## src/rtl/dcb_pkg.sv

```systemverilog
package dcb_pkg;

    localparam int ROW_W = 7;
    localparam int AMP_W = 8;
    localparam int BX_W  = 8;

    typedef struct packed {
        logic [ROW_W-1:0] row;
        logic             col;
        logic [AMP_W-1:0] amp;
    } hit_t;

    typedef struct packed {
        hit_t            hit;
        logic [BX_W-1:0] ts;
    } ro_t;

    // advance a ring index by n places, n never exceeding the depth
    function automatic int ring_add(input int a, input int n, input int d);
        int s;
        s = a + n;
        if (s >= d) s = s - d;
        return s;
    endfunction

    function automatic logic [BX_W-1:0] bx_age(input logic [BX_W-1:0] now_v,
                                                input logic [BX_W-1:0] then_v);
        return now_v - then_v;
    endfunction

endpackage

```

## src/rtl/dcb_ring.sv

```systemverilog
module dcb_ring
    import dcb_pkg::*;
#(
    parameter int W     = 8,
    parameter int DEPTH = 4,
    parameter int CW    = $clog2(DEPTH + 1),
    parameter int IW    = $clog2(DEPTH)
) (
    input  logic          clk,
    input  logic          rst,
    input  logic          push,
    input  logic [W-1:0]  wdata,
    input  logic [CW-1:0] pop_n,
    output logic [W-1:0]  rdata,
    output logic          full,
    output logic          empty
);

    logic [W-1:0]  mem [DEPTH];
    logic [IW-1:0] head;
    logic [IW-1:0] tail;
    logic [CW-1:0] count;

    always_ff @(posedge clk) begin
        if (push) mem[tail] <= wdata;
    end

    always_ff @(posedge clk) begin
        if (rst) begin
            head  <= '0;
            tail  <= '0;
            count <= '0;
        end else begin
            if (push) tail <= IW'(ring_add(int'(tail), 1, DEPTH));
            head  <= IW'(ring_add(int'(head), int'(pop_n), DEPTH));
            count <= count + CW'(push) - pop_n;
        end
    end

    assign rdata = mem[head];
    assign full  = (count == CW'(DEPTH));
    assign empty = (count == '0);

endmodule

```

## src/rtl/dcb_ts_store.sv

```systemverilog
module dcb_ts_store
    import dcb_pkg::*;
#(
    parameter int DEPTH = 24,
    parameter int CNTW  = 7,
    parameter int IW    = $clog2(DEPTH),
    parameter int CW    = $clog2(DEPTH + 1)
) (
    input  logic            clk,
    input  logic            rst,
    input  logic            push,
    input  logic [BX_W-1:0] push_ts,
    input  logic            bump,
    input  logic            pop,
    input  logic [IW-1:0]   rd_idx,
    output logic [BX_W-1:0] head_ts,
    output logic [CNTW-1:0] head_cnt,
    output logic [BX_W-1:0] rd_ts,
    output logic [IW-1:0]   cur_idx,
    output logic            full,
    output logic            empty
);

    logic [BX_W-1:0] ts_mem  [DEPTH];
    logic [CNTW-1:0] cnt_mem [DEPTH];
    logic [IW-1:0]   head;
    logic [IW-1:0]   tail;
    logic [IW-1:0]   last;
    logic [CW-1:0]   count;

    assign last = (tail == '0) ? IW'(DEPTH - 1) : tail - 1'b1;

    // push and bump never coincide: a bump targets the open entry
    always_ff @(posedge clk) begin
        if (push) begin
            ts_mem[tail]  <= push_ts;
            cnt_mem[tail] <= CNTW'(1);
        end
        if (bump) cnt_mem[last] <= cnt_mem[last] + 1'b1;
    end

    always_ff @(posedge clk) begin
        if (rst) begin
            head  <= '0;
            tail  <= '0;
            count <= '0;
        end else begin
            if (push) tail <= IW'(ring_add(int'(tail), 1, DEPTH));
            if (pop)  head <= IW'(ring_add(int'(head), 1, DEPTH));
            count <= count + CW'(push) - CW'(pop);
        end
    end

    assign head_ts  = ts_mem[head];
    assign head_cnt = cnt_mem[head];
    assign rd_ts    = ts_mem[rd_idx];
    assign cur_idx  = push ? tail : last;
    assign full     = (count == CW'(DEPTH));
    assign empty    = (count == '0);

endmodule

```

## src/rtl/dcol_hit_buffer.sv

```systemverilog
module dcol_hit_buffer
    import dcb_pkg::*;
#(
    parameter int HIT_DEPTH = 80,
    parameter int TS_DEPTH  = 24,
    parameter int RO_DEPTH  = 80,
    parameter int LOST_W    = 16
) (
    input  logic              clk,
    input  logic              rst,
    input  logic              bx_strobe,
    input  logic              hit_valid,
    input  logic [ROW_W-1:0]  hit_row,
    input  logic              hit_col,
    input  logic [AMP_W-1:0]  hit_amp,
    input  logic [BX_W-1:0]   latency,
    input  logic              trig,
    input  logic              ro_pop,
    output logic              busy,
    output logic [LOST_W-1:0] lost_count,
    output logic [BX_W-1:0]   bx_now,
    output logic              ro_valid,
    output logic [ROW_W-1:0]  ro_row,
    output logic              ro_col,
    output logic [AMP_W-1:0]  ro_amp,
    output logic [BX_W-1:0]   ro_ts
);

    localparam int TSI_W = $clog2(TS_DEPTH);
    localparam int HCW   = $clog2(HIT_DEPTH + 1);
    localparam int RCW   = $clog2(RO_DEPTH + 1);
    localparam int HE_W  = $bits(hit_t) + TSI_W;
    localparam int RE_W  = $bits(ro_t);

    // store status
    logic hit_full, hit_empty, ts_full, ts_empty, ro_full, ro_empty;

    // hit store datapath
    hit_t             hit_in, hit_head;
    logic [HE_W-1:0]  hit_wr, hit_rd;
    logic [TSI_W-1:0] head_tsidx, cur_tsidx;
    logic [HCW-1:0]   hit_pop_n;

    // timestamp store datapath
    logic [BX_W-1:0] head_ts, link_ts, age;
    logic [HCW-1:0]  head_cnt;

    // readout datapath
    ro_t ro_in, ro_head;

    // control
    logic           hit_acc, ts_push, ts_bump, ts_pop, ts_open;
    logic           head_live, retire, trig_take;
    logic           draining, drain_step, drain_last, ro_pop_eff;
    logic [HCW-1:0] drain_left;

    assign busy    = hit_full | ts_full | ro_full;
    assign hit_acc = hit_valid & ~busy;
    assign ts_push = hit_acc & ~ts_open;
    assign ts_bump = hit_acc & ts_open;

    assign age        = bx_age(bx_now, head_ts);
    assign head_live  = ~ts_empty;
    assign retire     = head_live & ~draining & (age > latency);
    assign trig_take  = trig & head_live & ~draining & (age == latency);
    assign drain_step = draining & ~ro_full & ~hit_empty;
    assign drain_last = drain_step & (drain_left == HCW'(1));
    assign ts_pop     = retire | drain_last;
    assign hit_pop_n  = retire ? head_cnt : HCW'(drain_step);
    assign ro_pop_eff = ro_pop & ~ro_empty;

    assign hit_in     = '{row: hit_row, col: hit_col, amp: hit_amp};
    assign hit_wr     = {hit_in, cur_tsidx};
    assign hit_head   = hit_t'(hit_rd[HE_W-1:TSI_W]);
    assign head_tsidx = hit_rd[TSI_W-1:0];
    assign ro_in      = '{hit: hit_head, ts: link_ts};

    dcb_ring #(.W(HE_W), .DEPTH(HIT_DEPTH)) u_hits (
        .clk   (clk),
        .rst   (rst),
        .push  (hit_acc),
        .wdata (hit_wr),
        .pop_n (hit_pop_n),
        .rdata (hit_rd),
        .full  (hit_full),
        .empty (hit_empty)
    );

    dcb_ts_store #(.DEPTH(TS_DEPTH), .CNTW(HCW)) u_stamps (
        .clk      (clk),
        .rst      (rst),
        .push     (ts_push),
        .push_ts  (bx_now),
        .bump     (ts_bump),
        .pop      (ts_pop),
        .rd_idx   (head_tsidx),
        .head_ts  (head_ts),
        .head_cnt (head_cnt),
        .rd_ts    (link_ts),
        .cur_idx  (cur_tsidx),
        .full     (ts_full),
        .empty    (ts_empty)
    );

    dcb_ring #(.W(RE_W), .DEPTH(RO_DEPTH)) u_readout (
        .clk   (clk),
        .rst   (rst),
        .push  (drain_step),
        .wdata (ro_in),
        .pop_n (RCW'(ro_pop_eff)),
        .rdata (ro_head),
        .full  (ro_full),
        .empty (ro_empty)
    );

    always_ff @(posedge clk) begin
        if (rst) begin
            bx_now     <= '0;
            ts_open    <= 1'b0;
            lost_count <= '0;
            draining   <= 1'b0;
            drain_left <= '0;
        end else begin
            if (bx_strobe) bx_now <= bx_now + 1'b1;

            if (bx_strobe)    ts_open <= 1'b0;
            else if (ts_push) ts_open <= 1'b1;

            if (hit_valid && busy && (lost_count != '1))
                lost_count <= lost_count + 1'b1;

            if (trig_take) begin
                draining   <= 1'b1;
                drain_left <= head_cnt;
            end else if (drain_last) begin
                draining <= 1'b0;
            end else if (drain_step) begin
                drain_left <= drain_left - 1'b1;
            end
        end
    end

    assign ro_valid = ~ro_empty;
    assign ro_row   = ro_head.hit.row;
    assign ro_col   = ro_head.hit.col;
    assign ro_amp   = ro_head.hit.amp;
    assign ro_ts    = ro_head.ts;

endmodule

```

## config.mk

```make
export PLATFORM = sky130hd
export DESIGN_NAME = dcol_hit_buffer
export DESIGN_NICKNAME = d
export VERILOG_FILES = /design/src/rtl/dcb_pkg.sv /design/src/rtl/dcb_ring.sv /design/src/rtl/dcb_ts_store.sv /design/src/rtl/dcol_hit_buffer.sv
export SDC_FILE = /design/constraint.sdc
export NUM_CORES = 2
export LEC_CHECK = 0
export BUFFER_PORTS_ARGS = -buffer_cell sky130_fd_sc_hd__buf_2
export CAP_MARGIN = 20
export CELL_PAD_IN_SITES_DETAIL_PLACEMENT = 1
export CELL_PAD_IN_SITES_GLOBAL_PLACEMENT = 2
export CORE_ASPECT_RATIO = 1.5
export CORE_MARGIN = 1
export CORE_UTILIZATION = 51
export CTS_CLUSTER_SIZE = 12
export DETAILED_ROUTE_END_ITERATION = 12
export MAX_ROUTING_LAYER = met4
export PLACE_DENSITY = 0.8
export SYNTH_ARGS = -nofsm -noshare
export SYNTH_HDL_FRONTEND = slang
export SYNTH_SLANG_ARGS = --single-unit
export TNS_END_PERCENT = 5
```

## constraint.sdc

```tcl
create_clock -name clk -period 10.3 [get_ports clk]
set_input_delay 2.06 -clock clk [delete_from_list [all_inputs] [get_ports clk]]
set_output_delay 2.06 -clock clk [all_outputs]
set_load 0.005 [all_outputs]
```

==> results.tsv <==
stage	metric	value	unit
status	result_of_the_run	finished clean	
die	die-area	0.3172	mm2
clocking	tritoncts	yes	
power	switching_part_of_the_total	30.16	%
routing	route.detailed.drc	0	
setup_path	critical_path.max_stage_delay	950	ps
synthesis	synth_commonest_cells	3960 x sky130_fd_sc_hd__edfxtp_1, 1267 x sky130_fd_sc_hd__mux4_2, 318 x sky130_fd_sc_hd__nor2_1	
power	internal_power_consumption	32.70	mW
die	chipWidth	460.2	um
sta	relSlewSlack	20.61	%
synthesis	netlist-cell-type-count	72	
power	power.clock.fraction	27.7	%
hold_path	timing.hold.worst.class	flop to flop	
placed_design	place_congestion	0.8700	
power	p_leak	54.44	nW
setup_path	crit_arrival	9300	ps
sta	finalHoldWorstSlack	503.2	ps
setup_path	worst_ep_required	11130	ps
synthesis	syn_avg_cell_area	22.24	um2
synthesis	synth_warnings	0	
clocking	hold_buffers	0	
sta	postLayoutSetupSlackWorst	1831	ps
setup_path	critical_path_fanout_max	42	
power	fin_total_pwr	46.82	mW
clocking	htree_levels	5	
routing	via_count	76609	
placed_design	placement.setup.worst_slack	1858	ps
clocking	number_of_buffers_created_by_cts	393	
die	rows	252	
clocking	clk_latency	910	ps
synthesis	synth_async_sr_flop_share	0	%
routing	routedWlPerCell	35.60	um
placed_design	post-place-cells	11342	
clocking	cts_setup_buffers	0	
sta	achievable-frequency	118.1	MHz
sta	fin_crit_sh	82.22	%
synthesis	netlist_top_cells_area	sky130_fd_sc_hd__edfxtp_1 74%, sky130_fd_sc_hd__mux4_2 18%, sky130_fd_sc_hd__dfxtp_1 1.2%	
setup_path	worst_setup_path_end_kind	flop	
clocking	clk_transition_reported_paths	60	ps
synthesis	syn-num-nets	7333	
power	power-per-cell-area	262.2	mW/mm2
sta	grt_setup_unrepaired	no	
clocking	clock-sinks	4055	
setup_path	slowest_stage	sky130_fd_sc_hd__dfxtp_4	
synthesis	synth_top_area_share	74.03	%
final_layout	flow.area_growth_from_synthesis	11.17	%
power	pwr-share-comb	25.6	%
synthesis	synthFlopType	sky130_fd_sc_hd__edfxtp_1	
sta	finalSetupViolCount	0	
clocking	clockBufferDepth	4	
final_layout	instances_no_fill	11954	
routing	vias_per_inst	6.409	
final_layout	finish.net_count	7662	
synthesis	synth_cells	7222	
global_route	gr-usage-met2	49.60	%
global_route	gr_usage_total	27.80	%
die	initial_utilization	51.20	%
routing	routed_wirelength	425.6	mm
routing	drtPass1Iterations	7	
global_route	grt.overflow.total	0	
global_route	global_route.usage.met3	3.204	%
sta	tightestPinTransition	1191	ps
sta	setup_total_negative_slack	0	ps
global_route	grt_first_pass_wirelength	601.9	mm
die	core_area	0.3137	mm2
die	io_pins	80	
final_layout	fillers	25992	
synthesis	synth_sequential_area_ratio	75.22	%
power	sequentialPowerShare	46.7	%
setup_path	setup.worst_path.start_class	flop	
setup_path	r2r.worst_path.cells	28	
synthesis	synth_area_leader_cell	sky130_fd_sc_hd__edfxtp_1	
job	drv.max_cap_violation_count	0	
setup_path	critPathKind	flop to flop	
synthesis	synth_edf_count	3960	
sta	timing.final.crit_period	8469	ps
final_layout	drive_above_1_share	29.49	%
routing	detailedRoute.firstIterationViolations	7707	
hold_path	timing.hold.worst_path_depth	0	
die	dieHeight	689.3	um
placed_design	hpwlAfterDp	253.4	mm
clocking	cts_resized	0	
sta	timing.final.max_slew_violations	0	
global_route	grt_busiest_layer	met2	
clocking	cts.root.buffer_cell	sky130_fd_sc_hd__clkbuf_16	
power	switchingPower	14.12	mW
global_route	number_of_antenna_violations_at_the_first_check_in_global_routing	24	
global_route	first_global_vias	82390	
global_route	grtUsageMet1	31.31	%
synthesis	yosysMostFrequentCell	sky130_fd_sc_hd__edfxtp_1	
routing	ant_nets	0	
power	vdd_drop_max	0.3789	mV
sta	clock_skew	43.74	ps
global_route	grt_max_degree	147	
sta	final-hold-violation-count	0	
synthesis	yosys_register_bits	4055	
placed_design	io_buffer_count	79	
synthesis	synthesis.area	0.1606	mm2
## power groups by stage
stage / combinational, mW / clock (mW) / sequential (mW)
5_1_grt: 12.6 / 13.6 / 21.9
2_1_floorplan: 7.30 / 0 / 22.1
4_1_cts: 12.0 / 13.1 / 21.9
6_report: 12.0 / 13.0 / 21.9
3_5_place_dp: 12.0 / 0 / 22.2
3_3_place_gp: 11.5 / 0 / 22.2
## layout by cell type, fill, tap and decap left out, drive strengths merged, types with 13 or more instances in the layout
master / netlist / routed
edfxtp: 3960 / 3960
mux4: 1279 / 1279
clkbuf: 194 / 530
buf: 190 / 318
nor2: 318 / 318
nand2: 278 / 278
mux2i: 131 / 131
dfxtp: 95 / 95
a21oi: 87 / 87
inv: 71 / 82
ha: 76 / 76
nand3: 71 / 71
o21ai: 52 / 52
xnor2: 42 / 42
xor2: 38 / 38
mux2: 36 / 36
clkinv: 4 / 34
diode: 0 / 32
nor2b: 28 / 28
nand3b: 24 / 24
nand4: 22 / 22
nor3: 17 / 17
a21o: 14 / 14
nand2b: 13 / 13
and3: 13 / 13
## final timing paths
| check | to | start | slack [ps] |
|---|---|---|---|
| min reg2reg | u_stamps.ts_mem[4][2] | bx_now[2] | 500 |
| min | u_stamps.ts_mem[4][2] | bx_now[2] | 500 |
| max reg2reg | u_hits.head[5] | flop | 1830 |
| max | u_hits.head[5] | flop | 1830 |
## flip-flops by register name, summed over array words and instances (netlist names), named ones only
name / cells
u_readout.tail: 7
u_stamps.ts_mem: 192
u_readout.count: 7
u_hits.tail: 7
u_hits.mem: 1680
lost_count: 16
u_stamps.head: 5
u_hits.count: 7
bx_now: 8
u_readout.mem: 1920
u_readout.head: 7
u_stamps.cnt_mem: 168
u_hits.head: 7
u_stamps.count: 5
ts_open: 1
draining: 1
drain_left: 7
u_stamps.tail: 5
## worst max-delay path, delay by kind of cell (launching register included)
| kind | cells | cell delay, ps |
|---|---|---|
| adder cells (fa/ha/maj) | 5 | 1600 |
| multiplexers | 3 | 1310 |
| flip-flops | 1 | 950 |
| AO/OA/AOI/OAI | 11 | 2690 |
| AND/OR/NAND/NOR | 5 | 1230 |
| XOR/XNOR | 2 | 220 |
| buffers and inverters | 2 | 300 |
## stage by stage
step           util [%]  area [um2]
3_5_place_dp      53.38      167500
4_1_cts           56.87      178400
2_1_floorplan         -      160600
3_3_place_gp      53.35      167400
6_report          56.92      178600
5_1_grt           56.91      178600
## metal layers
metal  up-vias  share of wire (%)
met5         -                  0
met4         0                4.9
met3       818                5.3
met2      3178                 55
met1     41643                 35
li1      30970                  -
## logic make-up after synthesis
family	after synthesis	share of synthesized area [%]
flip-flops	4055	75.22
multiplexers	1446	19.03
AND/OR/NAND/NOR	833	2.281
buffers and inverters	459	1.302
AO/OA/AOI/OAI	268	1.081
adder cells (fa/ha/maj)	81	0.6543
XOR/XNOR	80	0.4362
## area by class of cell
cell class              instances  area [um2]  area share, %
multi-input cells            2708       38740          21.69
flip-flops and latches       4055      120900          67.68
inverters                      75       294.0         0.1647
repair buffers                318        2417          1.354
well taps                    4191        5244          2.937
clock inverters                45       342.8         0.1920
diodes                         32       80.08        0.04484
clock buffers                 530       10600          5.936
Power figures use the tool's default switching activity.
